## src/rtl/sdp_lane_ram.sv

```systemverilog
`timescale 1ns/1ps
module sdp_lane_ram #(
  parameter int DATA_W   = 16,
  parameter int LANE_W   = 8,
  parameter int DEPTH    = 256,
  parameter int OUT_REG  = 0,
  parameter int OLD_DATA = 1,
  localparam int ADDR_W  = $clog2(DEPTH),
  localparam int LANES   = DATA_W / LANE_W
) (
  input  logic              clk,
  input  logic              rst_n,
  input  logic              wr_en,
  input  logic [ADDR_W-1:0] wr_addr,
  input  logic [DATA_W-1:0] wr_data,
  input  logic [LANES-1:0]  wr_mask,
  input  logic              rd_en,
  input  logic [ADDR_W-1:0] rd_addr,
  output logic [DATA_W-1:0] rd_data
);

  logic [DATA_W-1:0] mem [DEPTH];
  logic [DATA_W-1:0] rd_q;
  logic              hit;

  assign hit = wr_en && (|wr_mask) && (wr_addr == rd_addr);

  always_ff @(posedge clk) begin
    if (wr_en) begin
      for (int l = 0; l < LANES; l++) begin
        if (wr_mask[l]) mem[wr_addr][l*LANE_W +: LANE_W] <= wr_data[l*LANE_W +: LANE_W];
      end
    end
  end

  always_ff @(posedge clk or negedge rst_n) begin
    if (!rst_n)     rd_q <= '0;
    else if (rd_en) rd_q <= (hit && OLD_DATA == 0) ? 'x : mem[rd_addr];
  end

  generate
    if (OUT_REG != 0) begin : g_oreg
      logic [DATA_W-1:0] out_q;
      always_ff @(posedge clk or negedge rst_n) begin
        if (!rst_n) out_q <= '0;
        else        out_q <= rd_q;
      end
      assign rd_data = out_q;

      p_hold_out_r4: assert property (@(posedge clk) disable iff (!rst_n)
        !rd_en ##1 !rd_en |=> $stable(rd_data));
    end else begin : g_direct
      assign rd_data = rd_q;

      p_hold_out_r4: assert property (@(posedge clk) disable iff (!rst_n)
        !rd_en |=> $stable(rd_data));
    end
  endgenerate

  p_clear_after_reset_r1: assert property (@(posedge clk) disable iff (!rst_n)
    $past(!rst_n) |-> rd_data == '0);

  p_hold_stage_r4: assert property (@(posedge clk) disable iff (!rst_n)
    !rd_en |=> $stable(rd_q));

  p_wr_then_rd_r9: assert property (@(posedge clk) disable iff (!rst_n)
    $past(wr_en) && (&$past(wr_mask)) && rd_en && rd_addr == $past(wr_addr)
    && !(hit && OLD_DATA == 0) |=> rd_q == $past(wr_data, 2));

endmodule

```

## config.mk

```make
export PLATFORM = sky130hd
export DESIGN_NAME = sdp_lane_ram
export DESIGN_NICKNAME = d
export VERILOG_FILES = /design/src/rtl/sdp_lane_ram.sv
export SDC_FILE = /design/constraint.sdc
export NUM_CORES = 2
export LEC_CHECK = 0
export ABC_AREA = 1
export BUFFER_PORTS_ARGS = -buffer_cell sky130_fd_sc_hd__buf_2
export CELL_PAD_IN_SITES_DETAIL_PLACEMENT = 1
export CELL_PAD_IN_SITES_GLOBAL_PLACEMENT = 1
export CORE_UTILIZATION = 25
export DETAILED_ROUTE_END_ITERATION = 10
export PLACE_DENSITY_LB_ADDON = 0.1
export SLEW_MARGIN = 20
export SYNTH_ARGS = -nofsm -noshare
export SYNTH_HDL_FRONTEND = slang
export SYNTH_SLANG_ARGS = --single-unit
export TNS_END_PERCENT = 10
```

## constraint.sdc

```tcl
create_clock -name clk -period 1.3 [get_ports clk]
set_clock_uncertainty 0.05 [all_clocks]
set_input_delay 0.065 -clock clk [delete_from_list [all_inputs] [get_ports clk]]
set_output_delay 0.065 -clock clk [all_outputs]
set_load 0.02 [all_outputs]
```

==> metrics.cfg <==
[status]
outcome=finished with violations
violations=negative hold slack, negative setup slack

[grt]
grt_pass1_wl_um=928000
grt_pass1_vias=117000
gr-usage-all-layers_pct=19.1
grt_max_degree=97
grt_overflow=0
antenna_found_initial=59

[worst_setup_path]
critPathRequiredTime_ns=1.19
cp_slowest_cell=dfrtp_4
r2r-start=mem[129][7]
cp.arrival_ns=1.87
crit_fanout=2
crit_path_start_kind=register
cp_top_family=flip-flops
cp_cell_sequence=buf_6
cpPeakStageDelay_ns=0.59
worstSetupPathType=register to output port
crit_path_start=rd_data[15]
cp_num_buf_inv=1
end_kind=output port

[power]
p_leak_nw=76.0
power_w=0.309
powerDensity_nw_per_um2=1440
peakVddDrop_v=0.00133

[clock_tree]
clockBufferDepth=4
cts_tree=done
insertion_delay_ns=1.08
post_cts_buffers=0
cts_root_buf=clkbuf_16
cts_buffers=519
cts_max_level=6
cts_sinks=4112
clk_pin_slew_ns=0.06

[timing]
rsz0062_at_grt=true
fin_crit_ns=1.98
max_freq_mhz=505
hold_ws_ns=-0.0195
setup_violations=1742
final_max_slew_viol_count=0
post-route-period-util_pct=152
slew_headroom_pct=27.8
setup_ws_ns=-0.681
worstMarginPinSlew_ns=1.08
hold_viol=8

[synthesis]
syn-cell-area_um2=168000
synth_fp_nets=14000
ys_types=17
ys_ff_latch=4112
yosys-top-cells-area=edfxtp_1, nand3_1, nand2_1
syn_inst=14000
synth_area_per_cell_um2=12.0
synth_seq_area_share_pct=73.6
ys_warn_count=0
synth_top_area_cell=edfxtp_1
synth.top_cell.area_share_pct=73.4

[cells_and_area]
mostFrequentLayoutCells=nand2_1, edfxtp_1, nand3_1
stdcell_count=24500
post-route-util_pct=32.3
postLayoutCellArea_um2=215000
layout_commonest_cell=nand2_1
area_growth_pct=28.5
layout-drive-gt1-share_pct=22.4
fin_nets=15200
fillers=71300

[detailed_routing]
wl_per_cell_um=27.0
vias=115000
avgViaCountPerCell=4.69
drc_errors=0
wl_um=660000
drtIter0Drc=7547
firstDrtPassIters=5
ant_nets=0

[die]
die_w_um=821
core_area_um2=668000
row_count=300
initial_core_util_pct=25.1
die-area_um2=674000
die_y_um=821
io_pins=54

[placement]
io_buffer_count=53
placed_area_um2=192000
place_ws_ns=-1.87
dpl.hpwl_um=424000
place_congestion=0.769
dp_cells=23500

[worst_hold_path]
min_path_type=input pin to register
min_from=wr_addr[2]

[flow_run]
maxCapViolCount=0

-- timing repair --
item,4_1_cts,5_1_grt
cloned,0,0
resized for setup,259,1127
hold endpoints to repair,6091,52
setup endpoints to repair,32,4136
hold buffers,61,5
pin swaps,26,395
-- report_power, final --
group | switching, W | internal (W) | total (W)
sequential | 0.000251 | 0.146 | 0.146
clock | 0.0577 | 0.0799 | 0.138
combinational | 0.0178 | 0.00765 | 0.0254
-- tightest hold or removal path, delay by kind of cell --
family	cells	cell delay [ns]
buffers and inverters	3	0.49
AND/OR/NAND/NOR	3	0.35
-- cell families after synthesis --
kind of cell	after synthesis	synth area share [%]
AND/OR/NAND/NOR	8770	23.1
flip-flops	4112	73.6
buffers and inverters	1079	3.34
-- path summary, 6_finish.rpt --
path                          endpoint  cells past startpoint  slack [ns]
min                        mem[163][4]                      6       -0.02
min in group asynchronous  rd_data[11]                      4        0.10
max                        rd_data[15]                      1       -0.68
max in group asynchronous   rd_data[2]                      4        0.59
min reg2reg                 rd_data[6]                      2        0.54
max reg2reg                 rd_data[7]                     11       -0.59
-- cells in the mapped netlist --
master and n:
nand2_1 4166, edfxtp_1 4096, nand3_1 4080, nor3_1 512, buf_2 505, clkbuf_1 257, buf_4 193, buf_1 80
buf_6 21, inv_1 17, dfrtp_1 16, nor2_1 12, inv_2 2, buf_12 1, buf_8 1, inv_4 1
inv_6 1
-- per-stage QoR --
step | setup TNS (ns) | hold WS (ns)
after floorplan | -1376.03 | -0.281
after global placement | -1980.36 | 0.117
after detailed placement | -2073.40 | 0.120
after CTS | -191.13 | -0.00938
after global routing | -136.00 | -0.0367
final | -128.87 | -0.0195
-- per-layer routing --
metal	vias to the layer above	wire length, µm	global-route usage, %
li1	52700	-	-
met1	59600	322000	28.1
met2	1809	306000	30.8
met3	622	22200	1.97
met4	12	10600	3.05
met5	-	80	0
-- flip-flops by register name, indices dropped and copies added (netlist names) --
signal / cells
mem: 4096
rd_data: 16
-- final cells by class --
| class | count | area (µm²) | share of cell area, % |
|---|---|---|---|
| inverter | 21 | 144 | 0.0668 |
| multi-input combinational | 8770 | 46300 | 21.5 |
| clock buffer | 686 | 14200 | 6.59 |
| timing repair buffer | 1715 | 18600 | 8.64 |
| clock inverter | 225 | 1590 | 0.739 |
| antenna | 16 | 40.0 | 0.0186 |
| tap | 8909 | 11100 | 5.17 |
| sequential | 4112 | 123000 | 57.3 |
(Power assumes the default switching activity.)
